--- src/rtl/hrx_pkg.sv ---
package hrx_pkg;
  // event register bit positions
  localparam int unsigned EV_MSG  = 7;
  localparam int unsigned EV_BLK  = 6;
  localparam int unsigned EV_OVF  = 5;
  // status byte bit positions
  localparam int unsigned ST_VFR  = 7;
  localparam int unsigned ST_LOST = 6;
  localparam int unsigned ST_CRC  = 5;
  localparam int unsigned ST_ABT  = 4;
  // command bit index within cmd_data[7:6]
  localparam int unsigned CMD_REL = 7;
  localparam int unsigned CMD_RST = 6;
endpackage

--- src/rtl/hrx_store.sv ---
module hrx_store #(
  parameter int unsigned BLK   = 32,
  parameter int unsigned NBANK = 2,
  localparam int unsigned AW   = $clog2(BLK * NBANK)
) (
  input  logic          clk,
  input  logic          wr_en,
  input  logic [AW-1:0] wr_addr,
  input  logic [7:0]    wr_data,
  input  logic [AW-1:0] rd_addr,
  output logic [7:0]    rd_data
);
  logic [7:0] mem [BLK*NBANK];

  always_ff @(posedge clk) begin
    if (wr_en) mem[wr_addr] <= wr_data;
  end

  assign rd_data = mem[rd_addr];
endmodule

--- src/rtl/hrx_writer.sv ---
module hrx_writer
  import hrx_pkg::*;
#(
  parameter int unsigned BLK   = 32,
  parameter int unsigned NBANK = 2,
  localparam int unsigned IW   = $clog2(BLK),
  localparam int unsigned BW   = (NBANK > 1) ? $clog2(NBANK) : 1
) (
  input  logic             clk,
  input  logic             rst_n,
  input  logic             flush,
  input  logic [7:0]       rx_data,
  input  logic             rx_vld,
  input  logic             rx_eof,
  input  logic             rx_vfr,
  input  logic             rx_crc_ok,
  input  logic             rx_abort,
  input  logic [NBANK-1:0] bank_held,
  output logic             wr_en,
  output logic [BW-1:0]    wr_bank,
  output logic [IW-1:0]    wr_idx,
  output logic [7:0]       wr_data,
  output logic             hand_en,
  output logic [BW-1:0]    hand_bank,
  output logic [IW-1:0]    hand_cnt,
  output logic             ev_msg,
  output logic             ev_blk,
  output logic             ev_ovf
);
  logic [BW-1:0] wbank_q, wbank_d, wbank_nx;
  logic [IW-1:0] widx_q, widx_d;
  logic          lost_q, lost_d;
  logic          room;
  logic [7:0]    stat_byte;

  assign room      = !bank_held[wbank_q];
  assign wbank_nx  = (wbank_q == BW'(NBANK - 1)) ? '0 : wbank_q + BW'(1);
  assign wr_bank   = wbank_q;
  assign wr_idx    = widx_q;
  assign hand_bank = wbank_q;

  always_comb begin
    stat_byte          = '0;
    stat_byte[ST_VFR]  = rx_vfr;
    stat_byte[ST_LOST] = lost_q;
    stat_byte[ST_CRC]  = rx_crc_ok;
    stat_byte[ST_ABT]  = rx_abort;
  end

  always_comb begin
    wbank_d  = wbank_q;
    widx_d   = widx_q;
    lost_d   = lost_q;
    wr_en    = 1'b0;
    wr_data  = rx_data;
    hand_en  = 1'b0;
    hand_cnt = widx_q + IW'(1);
    ev_msg   = 1'b0;
    ev_blk   = 1'b0;
    ev_ovf   = 1'b0;
    if (flush) begin
      wbank_d = '0;
      widx_d  = '0;
      lost_d  = 1'b0;
    end else if (rx_eof) begin
      lost_d = 1'b0;
      if (room) begin
        wr_en   = 1'b1;
        wr_data = stat_byte;
        hand_en = 1'b1;
        ev_msg  = 1'b1;
        wbank_d = wbank_nx;
        widx_d  = '0;
      end else begin
        ev_ovf = 1'b1;
      end
    end else if (rx_vld) begin
      if (room) begin
        wr_en = 1'b1;
        if (widx_q == IW'(BLK - 1)) begin
          hand_en = 1'b1;
          ev_blk  = 1'b1;
          wbank_d = wbank_nx;
          widx_d  = '0;
        end else begin
          widx_d = widx_q + IW'(1);
        end
      end else begin
        ev_ovf = 1'b1;
        lost_d = 1'b1;
      end
    end
  end

  always_ff @(posedge clk or negedge rst_n) begin
    if (!rst_n) begin
      wbank_q <= '0;
      widx_q  <= '0;
      lost_q  <= 1'b0;
    end else begin
      wbank_q <= wbank_d;
      widx_q  <= widx_d;
      lost_q  <= lost_d;
    end
  end


  lost_flag_chk: assert property (@(posedge clk) disable iff (!rst_n)
    (rx_vld && !rx_eof && !flush && bank_held[wbank_q]) |=> lost_q);


  block_wrap_chk: assert property (@(posedge clk) disable iff (!rst_n)
    ev_blk |=> (widx_q == '0));
endmodule

--- src/rtl/hrx_evreg.sv ---
module hrx_evreg
  import hrx_pkg::*;
(
  input  logic       clk,
  input  logic       rst_n,
  input  logic       ev_msg,
  input  logic       ev_blk,
  input  logic       ev_ovf,
  input  logic       ist_rd,
  input  logic       mask_wr,
  input  logic [2:0] mask_data,
  output logic [7:0] ist_data,
  output logic       irq
);
  logic [2:0] ist_q, ist_d, ev_vec;
  logic [2:0] mask_q, mask_d;

  assign ev_vec = {ev_msg, ev_blk, ev_ovf};

  always_comb begin
    ist_d  = (ist_rd ? 3'b000 : ist_q) | ev_vec;
    mask_d = mask_wr ? mask_data : mask_q;
  end

  always_ff @(posedge clk or negedge rst_n) begin
    if (!rst_n) begin
      ist_q  <= '0;
      mask_q <= '1;
    end else begin
      ist_q  <= ist_d;
      mask_q <= mask_d;
    end
  end

  always_comb begin
    ist_data = '0;
    ist_data[EV_MSG] = ist_q[2];
    ist_data[EV_BLK] = ist_q[1];
    ist_data[EV_OVF] = ist_q[0];
  end

  assign irq = |(ist_q & ~mask_q);


  msg_event_chk: assert property (@(posedge clk) disable iff (!rst_n)
    ev_msg |=> ist_data[EV_MSG]);


  clear_on_read_chk: assert property (@(posedge clk) disable iff (!rst_n)
    (ist_rd && (ev_vec == 3'b000)) |=> (ist_data == 8'h00));
endmodule

--- src/rtl/hdlc_rx_fifo.sv ---
module hdlc_rx_fifo
  import hrx_pkg::*;
#(
  parameter int unsigned BLK   = 32,
  parameter int unsigned NBANK = 2
) (
  input  logic       clk,
  input  logic       rst_n,
  input  logic [7:0] rx_data,
  input  logic       rx_vld,
  input  logic       rx_eof,
  input  logic       rx_vfr,
  input  logic       rx_crc_ok,
  input  logic       rx_abort,
  input  logic       host_rd,
  output logic [7:0] host_rdata,
  input  logic       cmd_wr,
  input  logic [7:6] cmd_data,
  input  logic       ist_rd,
  output logic [7:0] ist_data,
  input  logic       mask_wr,
  input  logic [7:5] mask_data,
  output logic [$clog2(BLK)-1:0] rcnt,
  output logic       irq
);
  localparam int unsigned IW = $clog2(BLK);
  localparam int unsigned BW = (NBANK > 1) ? $clog2(NBANK) : 1;
  localparam int unsigned AW = $clog2(BLK * NBANK);

  logic             wr_en, hand_en, ev_msg, ev_blk, ev_ovf;
  logic [BW-1:0]    wr_bank, hand_bank;
  logic [IW-1:0]    wr_idx, hand_cnt;
  logic [7:0]       wr_data;
  logic             rres, rmc;

  logic [NBANK-1:0] held_q, held_d, hit_hand, hit_rel;
  logic [IW-1:0]    cnt_q [NBANK];
  logic [BW-1:0]    rdbank_q, rdbank_d;
  logic [IW-1:0]    rdidx_q, rdidx_d;
  logic [AW-1:0]    wr_addr, rd_addr;

  assign rres = cmd_wr && cmd_data[CMD_RST];
  assign rmc  = cmd_wr && cmd_data[CMD_REL] && !rres && held_q[rdbank_q];

  hrx_writer #(.BLK(BLK), .NBANK(NBANK)) u_writer (
    .clk(clk), .rst_n(rst_n), .flush(rres),
    .rx_data(rx_data), .rx_vld(rx_vld), .rx_eof(rx_eof),
    .rx_vfr(rx_vfr), .rx_crc_ok(rx_crc_ok), .rx_abort(rx_abort),
    .bank_held(held_q),
    .wr_en(wr_en), .wr_bank(wr_bank), .wr_idx(wr_idx), .wr_data(wr_data),
    .hand_en(hand_en), .hand_bank(hand_bank), .hand_cnt(hand_cnt),
    .ev_msg(ev_msg), .ev_blk(ev_blk), .ev_ovf(ev_ovf)
  );

  assign wr_addr = AW'(wr_bank) * AW'(BLK) + AW'(wr_idx);
  assign rd_addr = AW'(rdbank_q) * AW'(BLK) + AW'(rdidx_q);

  hrx_store #(.BLK(BLK), .NBANK(NBANK)) u_store (
    .clk(clk), .wr_en(wr_en), .wr_addr(wr_addr), .wr_data(wr_data),
    .rd_addr(rd_addr), .rd_data(host_rdata)
  );

  hrx_evreg u_evreg (
    .clk(clk), .rst_n(rst_n),
    .ev_msg(ev_msg), .ev_blk(ev_blk), .ev_ovf(ev_ovf),
    .ist_rd(ist_rd), .mask_wr(mask_wr), .mask_data(mask_data),
    .ist_data(ist_data), .irq(irq)
  );

  for (genvar b = 0; b < NBANK; b++) begin : g_bank
    assign hit_hand[b] = hand_en && (hand_bank == BW'(b));
    assign hit_rel[b]  = rmc && (rdbank_q == BW'(b));
  end

  always_comb begin
    for (int b = 0; b < NBANK; b++) begin
      if (rres)             held_d[b] = 1'b0;
      else if (hit_hand[b]) held_d[b] = 1'b1;
      else if (hit_rel[b])  held_d[b] = 1'b0;
      else                  held_d[b] = held_q[b];
    end
    rdbank_d = rdbank_q;
    rdidx_d  = rdidx_q;
    if (rres) begin
      rdbank_d = '0;
      rdidx_d  = '0;
    end else if (rmc) begin
      rdbank_d = (rdbank_q == BW'(NBANK - 1)) ? '0 : rdbank_q + BW'(1);
      rdidx_d  = '0;
    end else if (host_rd && held_q[rdbank_q]) begin
      rdidx_d = rdidx_q + IW'(1);
    end
  end

  always_ff @(posedge clk or negedge rst_n) begin
    if (!rst_n) begin
      held_q   <= '0;
      rdbank_q <= '0;
      rdidx_q  <= '0;
    end else begin
      held_q   <= held_d;
      rdbank_q <= rdbank_d;
      rdidx_q  <= rdidx_d;
    end
  end

  always_ff @(posedge clk or negedge rst_n) begin
    if (!rst_n) begin
      for (int b = 0; b < NBANK; b++) cnt_q[b] <= '0;
    end else begin
      for (int b = 0; b < NBANK; b++) begin
        if (hit_hand[b]) cnt_q[b] <= hand_cnt;
      end
    end
  end

  assign rcnt = cnt_q[rdbank_q];


  no_overflow_chk: assert property (@(posedge clk) disable iff (!rst_n)
    wr_en |-> !held_q[wr_bank]);


  flush_clears_chk: assert property (@(posedge clk) disable iff (!rst_n)
    rres |=> (held_q == '0));


  release_frees_chk: assert property (@(posedge clk) disable iff (!rst_n)
    (rmc && !hand_en) |=> ($countones(held_q) == $past($countones(held_q)) - 1));
endmodule

--- config.mk ---
export PLATFORM = sky130hd
export DESIGN_NAME = hdlc_rx_fifo
export DESIGN_NICKNAME = d
export VERILOG_FILES = /design/src/rtl/hrx_pkg.sv /design/src/rtl/hrx_store.sv /design/src/rtl/hrx_writer.sv /design/src/rtl/hrx_evreg.sv /design/src/rtl/hdlc_rx_fifo.sv
export SDC_FILE = /design/constraint.sdc
export NUM_CORES = 1
export LEC_CHECK = 0
export CELL_PAD_IN_SITES_DETAIL_PLACEMENT = 0
export CELL_PAD_IN_SITES_GLOBAL_PLACEMENT = 1
export CORE_MARGIN = 2
export CORE_UTILIZATION = 40
export DETAILED_ROUTE_END_ITERATION = 7
export MAX_ROUTING_LAYER = met4
export PLACE_DENSITY_LB_ADDON = 0.12
export SYNTH_ARGS = -nofsm -noshare
export SYNTH_HDL_FRONTEND = slang
export SYNTH_SLANG_ARGS = --single-unit
--- constraint.sdc ---
create_clock -name clk -period 2.5 [get_ports clk]
set_input_delay 0.375 -clock clk [delete_from_list [all_inputs] [get_ports clk]]
set_output_delay 0.375 -clock clk [all_outputs]
set_load 0.005 [all_outputs]
# Word level (Yosys, flattened, before mapping)
# Memories as Yosys holds them, arrays and structs flattened.
# Cells that the tools add are included.
[op_classes]
n_addsub = 6
n_lt_le_gt_ge = 3
n_eq_ne = 2
n_mux = 59
n_bitwise = 6
reduce_logical = 21
[op_table]
columns = ["operator", "n"]
rows = [
  ["$mux 5", 12],
  ["$mux 1", 43],
  ["$mux 8", 3],
  ["$reduce_bool 3->1", 6],
  ["$add 6x5->6", 2],
  ["$add 5x1->5 const B", 2],
  ["$logic_and 1x1->1", 9],
  ["$eq 5x5->1 const B", 1],
  ["$lt 1x2->1 const B", 2],
  ["$reduce_and 2->1", 2],
  ["$and 3x3->3", 1],
  ["$mux 3", 1],
  ["$not 3->3", 1],
  ["$or 3x3->3", 1],
  ["$reduce_and 3->1", 1],
  ["$reduce_or 3->1", 1],
  ["$add 1x1->1 const B", 2],
  ["$ge 2x2->1 const B", 1],
  ["$ne 2x2->1 const B", 1],
  ["$not 1->1", 2],
  ["$not 1->2", 1],
  ["$reduce_bool 2->1", 1],
  ["$logic_not 1->1", 1],
]
[totals]
register_bits = 31
ramBits = 512
inputBits = 24
output_inout_bits = 22
elab_cells = 109
memories = 1
[memory_table]
columns = ["memory", "depth", "width", "rd", "rd_ports_with_merged_regs", "write_ports", "line", "text"]
rows = [
  ["u_store.mem", 64, 8, 1, 0, 1, "hrx_store.sv:13", "logic [7:0] mem [BLK*NBANK];"],
]

# Longest topological paths before layout
# Gate-level depths: netlist of run 1.
[logic_depth]
depth_word = 9
mapped_depth = 9
ltp_nobuf = 8

# Hierarchy
# A second synthesis of run 1 with hierarchy kept.
[unflattened]
hier_cells = 1092
area_unflattened_um2 = 21733.3
[modules_own_cells]
columns = ["mod", "instances", "cells_per_inst", "area_each_um2", "seq_area_each_um2"]
rows = [
  ["hrx_store", 1, 932, 20006.7, 15374.7],
  ["hdlc_rx_fifo", 1, 74, 882.1, 450.4],
  ["hrx_writer", 1, 63, 566.8, 175.2],
  ["hrx_evreg", 1, 23, 277.8, 153.9],
]

# Least setup slack after synthesis of run 1
# OpenSTA, ideal clock, no wires.
[synth_timing]
kind = "register to output"
from = "register rdidx_q[1]"
to = "output host_rdata[3]"
arrival_ns = 1.878
required_time_ns = 2.125
setup_slack_ns = 0.247
path_stages_with_launch = 7
n_path_buf = 2
cell_sequence = "dfrtp_1 -> buf_2 -> clkbuf_1 -> mux4_2 -> a2111oi_0 -> a22oi_1 -> and3_1"
[synth_between]
elab_chain_len = 2
[synth_rtl]
columns = ["element", "line", "text"]
rows = [
  ["start: declaration", "hdlc_rx_fifo.sv:39", "logic [IW-1:0] rdidx_q, rdidx_d;"],
  ["start signal: assignment", "hdlc_rx_fifo.sv:103", "rdidx_q <= rdidx_d;"],
  ["$add 6x5->6", "hdlc_rx_fifo.sv:56", "assign rd_addr = AW'(rdbank_q) * AW'(BLK) + AW'(rdidx_q);"],
  ["$mem_v2 64x8", "--", ""],
  ["end: declaration", "hdlc_rx_fifo.sv:16", "output logic [7:0] host_rdata,"],
]
# Every way passes these cells.

# Worst setup path in the final report of run 1
[layout_timing]
from = "register rdidx_q[0]"
to = "output host_rdata[0]"
# Same word-level chain as after synthesis.

==> results.md, run 1 <==
* CTS Sinks at 543
* Core Util, Final at 0.498
* Setup crit start kind: flop
* Total track usage at 0.201
* Reg2reg path depth at 7
* Post-synth EDFFs at 512
* Pre-antenna DRT Iters at 5
* Crit-path max FO at 7
* Syn Area/Cell at 19.2 µm²
* Core area at 0.0537 mm²
* DRT antenna net count at 0
* Final Non-Filler Cells at 2135
* Period utilization at 1.32
* Most frequent cells after synthesis: edfxtp_1, nor2_1, mux4_2
* Total gr overflow at 0
* Worst r2r src: u_writer.wr_idx[0]
* Routed length per instance at 25.3 µm
* Headroom to the max-slew limit at 0.527
* Area of the multi-input gates at 0.00540 mm²
* Least-Margin Pin Slew at 708 ps
* Ys flop type: edfxtp_1
* Layout net count at 1421
* CTS Buf Count at 58
* Asr flop ratio synth at 0.0571
* Vias in the first global route at 11800
* IO Count at 46
* Fin area at 0.0267 mm²
* Pwr/cell area at 945 mW/mm²
* Final worst slack at -802 ps
* WP data arrival at 2930 ps
* Die width at 237 µm
* Share of Yosys cell area claimed by the top area cell type at 0.710
* WHS at 176 ps
* Total of max-cap violations at 0
* Cell Area, Synth at 0.0216 mm²
* Antenna violations before repair at 0
* Clock tree buffer depth at 3
* Die ar. at 0.0560 mm²
* DRC at 0
* Number of port buffers at 40
* Hold Fails Final Rpt at 0
* Placer Congestion at 0.827
* Htree depth at 2
* Setup TNS at -6000 ps
* Max VDD drop at 0.580 mV
* Final setup vio count at 8
* WP data required at 2120 ps
* Synth Instances at 1125
* Max Clock Freq at 0.303 GHz
* Skew-Pair Late Insertion Delay at 630 ps
* Post-Place Setup Slack at -859 ps
* Largest net degree at the start of global routing at 65
* Placed insts at 2010
* Post-synth top area cell: edfxtp_1
* Yosys reg bits at 543
* Most common cell in the synthesized netlist: edfxtp_1
* WL final at 54.0 mm
* R2r setup slk at 340 ps
* Number of distinct library cells after synthesis at 55
* Kind of critical path: reg -> out
* Area Growth Syn to Fin at 23.5%
* Inserted Diodes at 0
* Final Critical Period at 3300 ps
* Synth top area cells: edfxtp_1, mux4_2, mux2i_1, dfrtp_1, nor2_1
* Fin. max-slew vios at 0
* CTS tree: built
* Clock-pin slew on the worst setup and hold paths at 60 ps
* Vias per inst at 5.34
* Failing checks: setup timing
* First-pass GRT wire length at 80.0 mm
* Cell Area, Placed at 0.0244 mm²
* Power, Total at 25.3 mW
* RSZ-0062 raised after global routing: yes
* YS warnings at 0
* Initial DRC count at 805
* Status: finished, violations left
* Share of cells above drive strength 1 at 0.342
* Initial Util at 0.403
* Crit. End Element: output pin
* Worst flop-to-flop path endpoint: cnt_q[4]
* Die height at 237 µm
* Sequential fraction of the synthesis area at 0.746
* # fillers at 4483
* Via count at 11400
* Leakage at 8.94 nW
* Row count at 85
* Hpwl dp at 34.0 mm
* Max Clock Skew at 27.3 ps
* Storage cell area at 0.0162 mm²
* Clock root buffer: clkbuf_16
* Worst hold path class: in -> async
[logic make-up (layout without fill, tap and decap cells)]
family / after synthesis / after routing / synth area share
fa+ha+maj: 3 / 3 / 0.00173
buf+inv: 70 / 380 / 0.0202
other cells: 1 / 5 / 0.000173
xor+xnor: 6 / 6 / 0.00243
flops: 543 / 543 / 0.746
simple gates: 176 / 176 / 0.0365
compound gates: 119 / 119 / 0.0392
mux: 207 / 207 / 0.153
[layout make-up]
class | count | area share
Clock buffer | 80 | 0.0574
Tap cell | 696 | 0.0326
Clock inverter | 25 | 0.00604
Timing Repair Buffer | 267 | 0.0963
Multi-Input combinational cell | 516 | 0.202
Inverter | 8 | 0.00112
Sequential cell | 543 | 0.605
[power by group]
part	internal (mW)	switching (mW)
Combinational	3.30	3.40
Clock	4.37	3.45
Sequential	10.6	0.144
Total	18.3	7.00
[state kept, by name (all words and copies together) (netlist names)]
register	flops
u_store.mem	512
cnt_q	10
rdidx_q	5
u_writer.wr_idx	5
u_evreg.ist_q	3
u_evreg.mask_q	3
held_q	2
rdbank_q	1
u_writer.hand_bank	1
u_writer.lost_q	1
[worst max path at each step]
stage / startpoint / to / slack (ps) / cells after the start
3_5_place_dp: rdidx_q[0] / host_rdata[6] / -860 / 7
6_report: rdidx_q[0] / host_rdata[0] / -800 / 7
2_1_floorplan: rdidx_q[1] / host_rdata[3] / 250 / 6
5_1_grt: rdidx_q[0] / host_rdata[0] / -900 / 7
3_3_place_gp: rdidx_q[0] / host_rdata[6] / -920 / 7
4_1_cts: rdidx_q[0] / host_rdata[0] / -890 / 8
[layout by cell type (no fill, tap or decap), types with 5 or more instances in the layout]
cell and count:
a2111o_1 5, a211o_1 11, a211oi_2 6, a21o_1 7, a21oi_1 10, a221oi_2 5, buf_12 26, buf_2 6
buf_4 183, buf_6 12, clkbuf_1 22, clkbuf_16 59, clkdlybuf4s50_1 27, clkinv_1 11, clkinv_2 8, conb_1 5
dfrtp_1 24, edfxtp_1 512, inv_1 8, mux2_2 27, mux2i_1 75, mux2i_2 7, mux4_2 93, nand2_1 26
nand3_1 9, nor2_1 96, nor3_1 5, o21ai_0 15, o22ai_1 21, o22ai_2 6
[worst max-delay path: stages, from the launching register on]
cell	delay, ps
dfrtp_4	550
buf_12	170
buf_6	110
mux4_2	430
a2111o_1	510
o22ai_4	270
a221oi_2	100
buf_2	130
[routing by layer]
metal / vias up / global-route usage / share of wire
met1: 5970 / 0.290 / 0.48
met5: - / - / 0
li1: 5102 / - / -
met2: 259 / 0.303 / 0.46
met4: 0 / 0.0453 / 0.020
met3: 68 / 0.0340 / 0.044
[repair_timing]
item | 4_1_cts | 5_1_grt
hold buffers | 0 | 0
gates cloned | 4 | 1
resized for setup | 101 | 36
pin swaps | 37 | 22
buffers inserted | 19 | 8
setup endpoints to repair | 13 | 12
(Power assumes the default switching activity.)
==> run 2: changes to the inputs <==
--- a/config.mk
+++ b/config.mk
@@ -5,8 +5,7 @@
 export SDC_FILE = /design/constraint.sdc
 export NUM_CORES = 1
 export LEC_CHECK = 0
-export CELL_PAD_IN_SITES_DETAIL_PLACEMENT = 0
-export CELL_PAD_IN_SITES_GLOBAL_PLACEMENT = 1
+export ABC_AREA = 0
 export CORE_MARGIN = 2
 export CORE_UTILIZATION = 40
 export DETAILED_ROUTE_END_ITERATION = 7
==> run 2 against run 1 <==
Compared with the run above: via count grew 2.3%; combinational power grew 10%; largest cell class unchanged; critical endpoint is now host_rdata[1]; first-iteration DRC count grew 30%; setup slack gained 12 ps; the run still ends with setup timing left; count of clock-buffer cells in the layout shrank 4; critical path depth grew 4; register-to-register slack lost 70 ps; critical path type unchanged; die area is the same; wire length grew 3.0%; final area grew 2.1%; worst hold slack lost 62 ps; global-route usage grew 0.50 points.
==> results.md, run 2 (same netlist as run 1, synthesis figures left out) <==
* Initial DRC count at 1043
* CTS Sinks at 543
* Routed length per instance at 25.9 µm
* First-pass GRT wire length at 80.9 mm
* Vias in the first global route at 11700
* Metal2 WL at 25.8 mm
* # fillers at 4300
* Kind of critical path: reg -> out
* Seq pwr share at 0.406
* CP startpoint: rdidx_q[0]
* Failing checks: setup timing
* Layout net count at 1436
* Crit-path max FO at 5
* DR top layer: met4
* Hold Fails Final Rpt at 0
* Status: finished, violations left
* DRC at 0
* Storage cell area at 0.0162 mm²
* Headroom to the max-slew limit at 0.631
* Die ar. at 0.0560 mm²
* Total of max-cap violations at 0
* Max Clock Skew at 30.6 ps
* Metal3 WL at 3.30 mm
* Clock tree buffer depth at 3
* Setup crit start kind: flop
* Most frequent cells in the layout: edfxtp_1, buf_4, nor2_1, mux4_2, mux2i_1
* Fin. max-slew vios at 0
* Hpwl dp at 34.5 mm
* Leakage at 9.18 nW
* WP data required at 2120 ps
* Core area at 0.0537 mm²
* Inserted Diodes at 0
* Core Util, Final at 0.509
* Pwr/cell area at 973 mW/mm²
* Die width at 237 µm
* Int Pwr at 19.3 mW
* Clock root buffer: clkbuf_16
* Largest reg by FF count: u_store.mem
* CTS tree: built
* Area of the multi-input gates at 0.00551 mm²
* Max VDD drop at 0.638 mV
* DRT antenna net count at 0
* Number of port buffers at 40
* Largest regs: u_store.mem x512, cnt_q x10
* Largest net degree at the start of global routing at 65
* Comb power frac at 0.279
* Post-Place Setup Slack at -726 ps
* # hold bufs at CTS at 0
* Max reg flops at 512
* Skew-Pair Late Insertion Delay at 620 ps
* Metal-1 WL at 25.4 mm
* WP data arrival at 2920 ps
* Max Clock Freq at 0.304 GHz
* Pre-antenna DRT Iters at 5
* Sw frac at 0.273
* Initial Util at 0.403
* Crit. End Element: output pin
* RSZ-0062 raised after global routing: yes
* Clock power frac at 0.316
* Antenna violations before repair at 2
* Final setup vio count at 8
* Final worst slack at -790 ps
* Worst r2r src: u_writer.wr_idx[0]
* Die height at 237 µm
* Htree depth at 2
* Total track usage at 0.207
* Share of cells above drive strength 1 at 0.360
* Least-Margin Pin Slew at 552 ps
* Area Growth Syn to Fin at 26.2%
* Final Critical Period at 3290 ps
* Placer Congestion at 0.810
* CTS Buf Count at 57
* WL final at 55.6 mm
* Vias per inst at 5.43
* Period utilization at 1.32
* Row count at 85
* Clock-pin slew on the worst setup and hold paths at 60 ps
* Via count at 11700
* Psw at 7.26 mW
* Worst hold path class: in -> async
* Total gr overflow at 0
* IO Count at 46
* Commonest non-fill, non-tap cell in the layout: edfxtp_1
## run 2: cell count changes in the layout (fill, tap and decap cells not counted), moves of 5 or more
cell and delta:
clkbuf_1 -7, o22ai_2 +10, o22ai_1 -12, bufinv_16 +5
buf_16 +5, buf_12 +11
## run 2: worst paths after layout
path | to | slack (ps) | cells past startpoint
setup / recovery | host_rdata[1] | -790 | 11
hold / removal | rdidx_q[1] | 110 | 1
setup reg to reg | u_writer.wr_idx[2] | 270 | 7
hold reg to reg | cnt_q[3] | 490 | 2
max in group asynchronous | cnt_q[8] | 1670 | 3
min in group clk | u_evreg.mask_q[0] | 380 | 2
## run 2: worst max-delay path, stage by stage (launching register included)
cell and delay, ps:
dfrtp_4 550, buf_12 180, buf_12 140, buf_4 160, mux2i_1 190, nor2_1 70, a2111o_1 390, o22ai_2 160
buf_6 130, a221oi_2 50, buf_4 170, buf_6 110
## run 2: power by group through the flow
stage	clock network [mW]	logic, mW	registers [mW]
CTS	8.55	7.44	10.8
global route	8.89	7.85	10.8
global placement	0	6.40	10.9
floorplan	0	3.51	10.9
finish	8.39	7.40	10.8
detailed placement	0	6.42	11.0
## run 2: repair_timing
item | CTS | global route
setup endpoints to repair | 13 | 8
gates resized for setup | 139 | 21
pin swaps | 44 | 24
gates cloned | 9 | 0
buffers inserted | 30 | 2
## run 2: layout make-up
class,instances,share of cell area
Timing Repair Buffer,283,0.106
Inverter,8,0.00110
Sequential cell,543,0.592
Multi-Input combinational cell,516,0.202
Clock buffer,76,0.0571
Tap cell,696,0.0319
Clock inverter,26,0.0101
## run 2: metal layers
layer / vias to the layer above / global-route usage
met1: 6094 / 0.293
met4: 0 / 0.0491
met5: - / -
met3: 69 / 0.0372
li1: 5132 / -
met2: 363 / 0.313
## run 2: per-stage QoR
stage | area (µm²) | total power [mW] | TNS [ps] | cells | hold WS (ps)
after floorplan | 21700 | 14.4 | 0 | 1129 | 79.4
after detailed placement | 24500 | 17.4 | -5020 | 2011 | 471
after global routing | 27300 | 27.5 | -6750 | 2148 | 130
after CTS | 27200 | 26.8 | -6470 | 2148 | 102
after global placement | 24500 | 17.3 | -5030 | 2011 | 459
final | 27300 | 26.6 | -6040 | 2148 | 114
